### src/rtl/fefmt_pkg.sv
package fefmt_pkg;

  localparam int WORD_W     = 16;
  localparam int CELL_WORDS = 8;
  localparam int HDR_BITS   = 39;
  localparam int VAL_BITS   = 15;
  localparam int HIT_LSB    = 3;
  localparam logic [WORD_W-1:0] DUMMY_HDR = 16'h8000;

  typedef enum logic [1:0] {C_IDLE, C_SHIFT, C_HOLD} cap_st_t;
  typedef enum logic [1:0] {E_IDLE, E_CELL, E_END}   emit_st_t;

  // serial bits making up payload word widx
  function automatic int field_width(input logic cmd, input int widx);
    if (cmd || widx < 2) return WORD_W;
    if (widx == 2)       return HDR_BITS - 2 * WORD_W;
    return VAL_BITS;
  endfunction

  // move the w freshly shifted bits to the top of the word, zero fill below
  function automatic logic [WORD_W-1:0] left_align(input logic [WORD_W-1:0] v, input int w);
    return v << (WORD_W - w);
  endfunction

  // ones among cnt header bits starting at record bit 'first'; hdr bit 31 is record bit 0
  function automatic int hits_in(input logic [31:0] hdr, input int first, input int cnt);
    int n;
    n = 0;
    for (int k = 0; k < cnt; k++) n += int'(hdr[31 - first - k]);
    return n;
  endfunction

  // cells for npay payload words plus the dummy header word
  function automatic int cells_needed(input int npay);
    return (npay + CELL_WORDS) / CELL_WORDS;
  endfunction

  // parity bit giving an odd total over data bits, truncate and itself
  function automatic logic cell_parity(input logic data_xor, input logic trunc);
    return ~(data_xor ^ trunc);
  endfunction

endpackage

### src/rtl/fe_capture.sv
module fe_capture
  import fefmt_pkg::*;
#(
  parameter  int HIT_W     = 18,
  localparam int MAX_WORDS = 3 + HIT_W,
  localparam int IDX_W     = $clog2(MAX_WORDS + 1)
) (
  input  logic                                clk,
  input  logic                                rst_n,
  input  logic                                ser_i,
  input  logic                                cmd_mode_i,
  input  logic                                release_i,
  output logic                                cap_done_o,
  output logic [IDX_W-1:0]                    nwords_o,
  output logic [MAX_WORDS-1:0][WORD_W-1:0]    words_o
);

  cap_st_t          st;
  logic             mode_q;
  logic [WORD_W-1:0] sr;
  logic [4:0]       bcnt;
  logic [IDX_W-1:0] widx;
  logic [IDX_W-1:0] nvals;

  // named internal events
  logic [WORD_W-1:0] sr_nx;
  logic [4:0]        fw;
  logic              word_full;
  logic [IDX_W-1:0]  hits;
  logic              last_word;

  always_comb begin
    sr_nx     = {sr[WORD_W-2:0], ser_i};
    fw        = 5'(field_width(mode_q, int'(widx)));
    word_full = (st == C_SHIFT) && (bcnt + 5'd1 == fw);
    hits      = IDX_W'(hits_in({words_o[0], words_o[1]}, HIT_LSB, HIT_W));
    if (mode_q)           last_word = (widx == IDX_W'(1));
    else if (widx == IDX_W'(2)) last_word = (hits == '0);
    else                  last_word = (widx > IDX_W'(2)) && (widx == nvals + IDX_W'(2));
  end

  always_ff @(posedge clk) begin
    if (!rst_n) begin
      st         <= C_IDLE;
      mode_q     <= 1'b0;
      sr         <= '0;
      bcnt       <= '0;
      widx       <= '0;
      nvals      <= '0;
      cap_done_o <= 1'b0;
      nwords_o   <= '0;
      words_o    <= '0;
    end else begin
      cap_done_o <= 1'b0;
      case (st)
        C_IDLE: if (ser_i) begin
          mode_q <= cmd_mode_i;
          sr     <= WORD_W'(1);
          bcnt   <= 5'd1;
          widx   <= '0;
          nvals  <= '0;
          st     <= C_SHIFT;
        end
        C_SHIFT: begin
          sr <= sr_nx;
          if (word_full) begin
            words_o[widx] <= left_align(sr_nx, int'(fw));
            bcnt          <= '0;
            widx          <= widx + IDX_W'(1);
            if (!mode_q && widx == IDX_W'(2)) nvals <= hits;
            if (last_word) begin
              st         <= C_HOLD;
              cap_done_o <= 1'b1;
              nwords_o   <= widx + IDX_W'(1);
            end
          end else begin
            bcnt <= bcnt + 5'd1;
          end
        end
        C_HOLD: if (release_i) st <= C_IDLE;
        default: st <= C_IDLE;
      endcase
    end
  end

  // the word index never runs past the buffer
  a_r4_word_bound: assert property (@(posedge clk) disable iff (!rst_n)
    (st == C_SHIFT) |-> (int'(widx) < MAX_WORDS));

  // the format chosen at the start bit holds for the whole record
  a_r10_mode_held: assert property (@(posedge clk) disable iff (!rst_n)
    (st == C_SHIFT && $past(st == C_SHIFT)) |-> $stable(mode_q));

endmodule

### src/rtl/pkt_emit.sv
module pkt_emit
  import fefmt_pkg::*;
#(
  parameter  int MAX_WORDS = 21,
  localparam int IDX_W     = $clog2(MAX_WORDS + 1),
  localparam int MAX_CELLS = (MAX_WORDS + CELL_WORDS) / CELL_WORDS,
  localparam int CI_W      = $clog2(MAX_CELLS + 1),
  localparam int SLOT_W    = $clog2(MAX_CELLS * CELL_WORDS + 1)
) (
  input  logic                              clk,
  input  logic                              rst_n,
  input  logic                              cap_done_i,
  input  logic [IDX_W-1:0]                  nwords_i,
  input  logic [MAX_WORDS-1:0][WORD_W-1:0]  words_i,
  input  logic                              af_i,
  output logic                              wr_en_o,
  output logic [WORD_W+1:0]                 wr_data_o,
  output logic                              irq_o,
  output logic                              busy_o
);

  emit_st_t         st;
  logic [CI_W-1:0]  ci;
  logic [CI_W-1:0]  ncells;
  logic [3:0]       pos;
  logic [IDX_W-1:0] np;
  logic             xacc;
  logic             af_seen;

  // named internal events
  logic [SLOT_W-1:0] slot;
  logic [IDX_W-1:0]  ridx;
  logic [WORD_W-1:0] dword;
  logic              is_data;
  logic              is_status;
  logic              last_cell;
  logic              trunc;
  logic              par;

  always_comb begin
    slot      = SLOT_W'(int'(ci) * CELL_WORDS + int'(pos));
    ridx      = IDX_W'(slot - SLOT_W'(1));
    if (slot == '0)                  dword = DUMMY_HDR;
    else if (int'(slot) <= int'(np)) dword = words_i[ridx];
    else                             dword = '0;
    is_data   = (st == E_CELL) && (pos < 4'(CELL_WORDS));
    is_status = (st == E_CELL) && (pos == 4'(CELL_WORDS));
    last_cell = (ci == ncells - CI_W'(1));
    trunc     = af_seen && !last_cell;
    par       = cell_parity(xacc, trunc);

    wr_en_o   = (st != E_IDLE);
    irq_o     = (st == E_END);
    busy_o    = (st != E_IDLE);
    if (is_data)        wr_data_o = {pos == '0, (pos == '0) && (ci == '0), dword};
    else if (is_status) wr_data_o = {trunc, par, {WORD_W{1'b0}}};
    else                wr_data_o = '0;
  end

  always_ff @(posedge clk) begin
    if (!rst_n) begin
      st      <= E_IDLE;
      ci      <= '0;
      ncells  <= '0;
      pos     <= '0;
      np      <= '0;
      xacc    <= 1'b0;
      af_seen <= 1'b0;
    end else begin
      case (st)
        E_IDLE: if (cap_done_i) begin
          np     <= nwords_i;
          ncells <= CI_W'(cells_needed(int'(nwords_i)));
          ci     <= '0;
          pos    <= '0;
          st     <= E_CELL;
        end
        E_CELL: begin
          if (is_data) begin
            xacc    <= (pos == '0) ? ^dword : (xacc ^ (^dword));
            af_seen <= (pos == '0) ? af_i : (af_seen | af_i);
            pos     <= pos + 4'd1;
          end else begin
            pos <= '0;
            if (last_cell) st <= E_END;
            else           ci <= ci + CI_W'(1);
          end
        end
        E_END:   st <= E_IDLE;
        default: st <= E_IDLE;
      endcase
    end
  end

  // a packet opens with the control-cell dummy header right after capture
  a_r5_header_first: assert property (@(posedge clk) disable iff (!rst_n)
    cap_done_i |=> (wr_en_o && wr_data_o == {2'b11, DUMMY_HDR}));

  // an announced cell starts only after capture or after a status word
  a_r6_announce_order: assert property (@(posedge clk) disable iff (!rst_n)
    (wr_en_o && !is_status && wr_data_o[WORD_W+1]) |-> ($past(is_status) || $past(cap_done_i)));

  // the final cell never reports truncation
  a_r8_no_trunc_last: assert property (@(posedge clk) disable iff (!rst_n)
    (is_status && last_cell) |-> !wr_data_o[WORD_W+1]);

  // the interrupt accompanies the all-zero end marker
  a_r9_irq_marker: assert property (@(posedge clk) disable iff (!rst_n)
    irq_o |-> (wr_en_o && wr_data_o == '0));

endmodule

### src/rtl/fe_pkt_formatter.sv
module fe_pkt_formatter
  import fefmt_pkg::*;
#(
  parameter  int HIT_W     = 18,
  localparam int MAX_WORDS = 3 + HIT_W,
  localparam int IDX_W     = $clog2(MAX_WORDS + 1)
) (
  input  logic        clk,
  input  logic        rst_n,
  input  logic        ser_in,
  input  logic        cmd_mode,
  input  logic        fifo_afull,
  output logic        fifo_wr,
  output logic [17:0] fifo_wdata,
  output logic        pkt_irq
);

  logic                             cap_done;
  logic [IDX_W-1:0]                 nwords;
  logic [MAX_WORDS-1:0][WORD_W-1:0] words;
  logic                             emit_busy;

  fe_capture #(.HIT_W(HIT_W)) u_cap (
    .clk        (clk),
    .rst_n      (rst_n),
    .ser_i      (ser_in),
    .cmd_mode_i (cmd_mode),
    .release_i  (pkt_irq),
    .cap_done_o (cap_done),
    .nwords_o   (nwords),
    .words_o    (words)
  );

  pkt_emit #(.MAX_WORDS(MAX_WORDS)) u_emit (
    .clk        (clk),
    .rst_n      (rst_n),
    .cap_done_i (cap_done),
    .nwords_i   (nwords),
    .words_i    (words),
    .af_i       (fifo_afull),
    .wr_en_o    (fifo_wr),
    .wr_data_o  (fifo_wdata),
    .irq_o      (pkt_irq),
    .busy_o     (emit_busy)
  );

  // a new record is never handed over while a packet is being written
  a_r10_no_overlap: assert property (@(posedge clk) disable iff (!rst_n)
    cap_done |-> !emit_busy);

endmodule

### config.mk
export PLATFORM = sky130hd
export DESIGN_NAME = fe_pkt_formatter
export DESIGN_NICKNAME = d
export VERILOG_FILES = /design/src/rtl/fefmt_pkg.sv /design/src/rtl/fe_capture.sv /design/src/rtl/pkt_emit.sv /design/src/rtl/fe_pkt_formatter.sv
export SDC_FILE = /design/constraint.sdc
export NUM_CORES = 1
export LEC_CHECK = 0
export BUFFER_PORTS_ARGS = -buffer_cell sky130_fd_sc_hd__buf_2
export CELL_PAD_IN_SITES_DETAIL_PLACEMENT = 1
export CELL_PAD_IN_SITES_GLOBAL_PLACEMENT = 2
export CORE_UTILIZATION = 25
export CTS_CLUSTER_DIAMETER = 40
export CTS_CLUSTER_SIZE = 28
export DETAILED_ROUTE_END_ITERATION = 8
export PLACE_DENSITY_LB_ADDON = 0.15
export RECOVER_POWER = 50
export SLEW_MARGIN = 20
export SYNTH_ARGS = -nofsm -noshare
export SYNTH_HDL_FRONTEND = slang
export SYNTH_SLANG_ARGS = --single-unit
### constraint.sdc
create_clock -name clk -period 5.2 [get_ports clk]
set_input_delay 1.04 -clock clk [delete_from_list [all_inputs] [get_ports clk]]
set_output_delay 1.04 -clock clk [all_outputs]
set_load 0.01 [all_outputs]
==> results.toml <==
[logic_synthesis]
synth_cell_types = 66
syn_nets = 2158
avgSynthCellArea_um2 = 8.52
synth_edf_count = 0
synth_top_cell_by_area = "dfxtp_1"
synth_common_cells = "dfxtp_1 (392), nand2_1 (392), nor2_1 (314)"
yosysTopAreaCellShare = 0.434
ys_top_cells_by_area = "dfxtp_1 (43%), nand2_1 (8.1%), mux4_2 (7.5%), a211oi_1 (7.4%), nor2_1 (6.5%)"
syn_inst = 2121
synth-seq-cells = 392
async_flop_share = 0
synth_seq_area_share = 0.434
synth_warnings = 0
synth_top_flop_cell = "dfxtp_1"
synth_area_um2 = 18100

[placement]
gp_congestion = 0.802
port_buffers = 24
place_ws_ns = 0.0805
hpwl_um = 45800
place_area_um2 = 19500

[setup_path]
worstSetupStartpointType = "flip-flop"
arrival_ns = 5.44
worstPathRequired_ns = 5.66
ff2ff_setup_slack_ns = 0.23
r2r_cells = 17
crit_fanout = 5
rr_endpoint = "u_cap.nwords_o[1]"
worstSetupPathType = "flip-flop to flip-flop"
crit_slowest_cell = "fa_1"
timing.rr.start = "u_cap.words_o[11]"
worstSetupEndpointType = "flip-flop"
slowest_delay_ns = 0.54
cp_common_cell = "fa_1"
path_cells = "ha_1 > inv_1 > fa_1 > fa_1 > fa_1 > fa_1 > fa_1 > fa_2 > xor2_1 > nand3_1 > nor4_1 > a31oi_1 > nor2_1 > a31oi_1 > or3_4 > mux2i_1 > nor2_1"

[power]
p_per_area_nw_per_um2 = 384
peakVddDrop_mv = 0.211
swShare = 0.219
p_leak_uw = 0.00751
clock_power_share = 0.637
combPwrFrac = 0.012
p_seq_frac = 0.351
power.switching_uw = 1890
p_int_uw = 6720

[route]
remaining_drc_errors = 0
via_per_inst = 4.93
dr.pass1.iters = 6
drt_iter0_drc = 826
routed_wl_um = 68600
drtAntennaViolNets = 0
wire_per_inst_um = 21.7
vias = 15600

[status]
violations = "max-capacitance violations, max-slew violations"
status = "complete, but fails checks"

[timing]
finalWorstSetupSlack_ns = 0.229
layout_min_cycle_time_ns = 4.97
fin_tns_setup_ns = 0
finalCritPeriodShare = 0.956
final_hold_viol_count = 0
timing.final.max_slew_violations = 215
rsz0062_at_grt = "no"
setup_viol = 0
whs_ns = 0.450
fmax_mhz = 201
tightestPinTransition_ns = 2.59
slew_headroom = -0.728
finClkSkew_ns = 0.0267

[floorplan]
die-area_um2 = 73300
core-area_um2 = 71500
start_util = 0.253
die_h_um = 271
die_x_um = 271
io_pins = 25
rows = 98

[clock_tree]
cts_resized = 0
clockBufferDepth = 3
cts_setup_buffers = 0
path_clk_slew_ns = 0.05
cts_buffers = 86
clkSinkCount = 392
holdBufCountCts = 0
cts_root_buf = "clkbuf_16"
htreeDepth = 3
worstSkewPairLatency_ns = 0.62
cts_tree = "done"

[cells_and_area]
n_antenna_cell = 0
final_util = 0.314
regArea_um2 = 7850
multi_input_area_um2 = 9480
fillers = 8170
design_area_um2 = 22400
drive_gt1_frac = 0.163
nNetsFinal = 2171
area_delta_synth_final_pct = 24.2

[min_path]
min_from = "u_cap.words_o[283]"
hold_class = "flip-flop to flip-flop"
worstHoldEndpoint = "u_cap.words_o[283]"
min_path_cells = 2

[grt]
grt_pass1_wl_um = 105000
track_usage = 0.188
overflow = 0
grt_max_degree = 119
antenna_found_initial = 0
grt_pass1_vias = 16400

[flow_run]
max_cap_violations = 2
-- critical path, delay by kind of cell, from the launching register on --
| kind | cells | cell delay, ns |
|---|---|---|
| adders and majority gates | 7 | 2.98 |
| and+or+nand+nor | 5 | 0.91 |
| DFF | 1 | 0.32 |
| AOI/OAI and AO/OA | 2 | 0.19 |
| xor gates and xnor gates | 1 | 0.18 |
| muxes | 1 | 0.17 |
| buffers and inverters | 1 | 0.07 |
-- per-stage QoR --
step	std cells	total power, uW
2_1_floorplan	2121	3140
3_3_place_gp	2995	3180
3_5_place_dp	2995	3180
4_1_cts	3152	8760
5_1_grt	3153	8910
6_report	3153	8610
-- cells by family (layout without fill, tap and decap cells) --
group / Yosys count / in the layout / synth area share
flip-flops: 392 / 392 / 0.434
AO/OA/AOI/OAI: 488 / 488 / 0.171
AND/OR/NAND/NOR: 836 / 837 / 0.190
XOR/XNOR: 35 / 35 / 0.0199
adder cells (fa/ha/maj): 32 / 32 / 0.0272
buffers and inverters: 227 / 308 / 0.0504
multiplexers: 111 / 111 / 0.107
-- sequential cells by signal, indices dropped and copies added (netlist names) --
register          cells
u_cap.words_o       336
u_cap.sr             15
u_cap.bcnt            5
u_emit.pos            4
u_emit.ncells         2
u_emit.xacc           1
u_cap.cap_done_o      1
u_emit.np             5
u_emit.st             2
u_emit.ci             2
u_emit.af_seen        1
u_cap.mode_q          1
u_cap.widx            5
u_cap.nwords_o        5
u_cap.nvals           5
u_cap.st              2
-- worst max-delay path by stage --
stage	start	end	slack, ns	cells past startpoint
final	u_cap.words_o[11]	u_cap.nwords_o[1]	0.23	17
after global routing	u_cap.words_o[11]	u_cap.nwords_o[1]	0.01	17
after CTS	u_cap.words_o[11]	u_cap.nwords_o[1]	0.06	17
after detailed placement	u_cap.words_o[11]	u_cap.nwords_o[1]	0.08	17
after global placement	u_cap.words_o[11]	u_cap.nwords_o[2]	0.1	17
after floorplan	u_cap.words_o[11]	u_cap.nwords_o[4]	0.42	18
-- routing by layer --
| metal | track usage | vias up | wire [um] | share of wire |
|---|---|---|---|---|
| met5 | 0 | - | 0 | 0 |
| met4 | 0.0547 | 0 | 1330 | 0.019 |
| met3 | 0.0274 | 93 | 1960 | 0.029 |
| met2 | 0.315 | 204 | 32800 | 0.48 |
| met1 | 0.248 | 7836 | 32400 | 0.47 |
| li1 | - | 7417 | - | - |
-- area by class of cell --
class                           instances  area share
Multi-Input combinational cell       1503       0.423
Sequential cell                       392       0.350
Clock buffer                          111       0.109
Tap cell                              950      0.0530
Timing Repair Buffer                  106      0.0349
Clock inverter                         46      0.0228
Inverter                               45     0.00786
-- layout by cell type (no fill, tap or decap), types with 22 or more instances in the layout --
cell       instances
a211oi_1         177
a21oi_1          210
buf_4             53
clkbuf_1          22
clkbuf_16         89
dfxtp_1          391
inv_1             44
mux2i_1           36
mux4_2            60
nand2_1          392
nand3_1           39
nor2_1           303
nor3_1            24
-- power by group through the flow --
stage | registers, uW | logic [uW] | clock network [uW]
2_1_floorplan | 3080 | 69.0 | 0
3_3_place_gp | 3080 | 106 | 0
3_5_place_dp | 3080 | 107 | 0
4_1_cts | 3020 | 107 | 5630
5_1_grt | 3020 | 112 | 5780
6_report | 3020 | 102 | 5490
No activity file was read; power rests on OpenSTA's default activity.
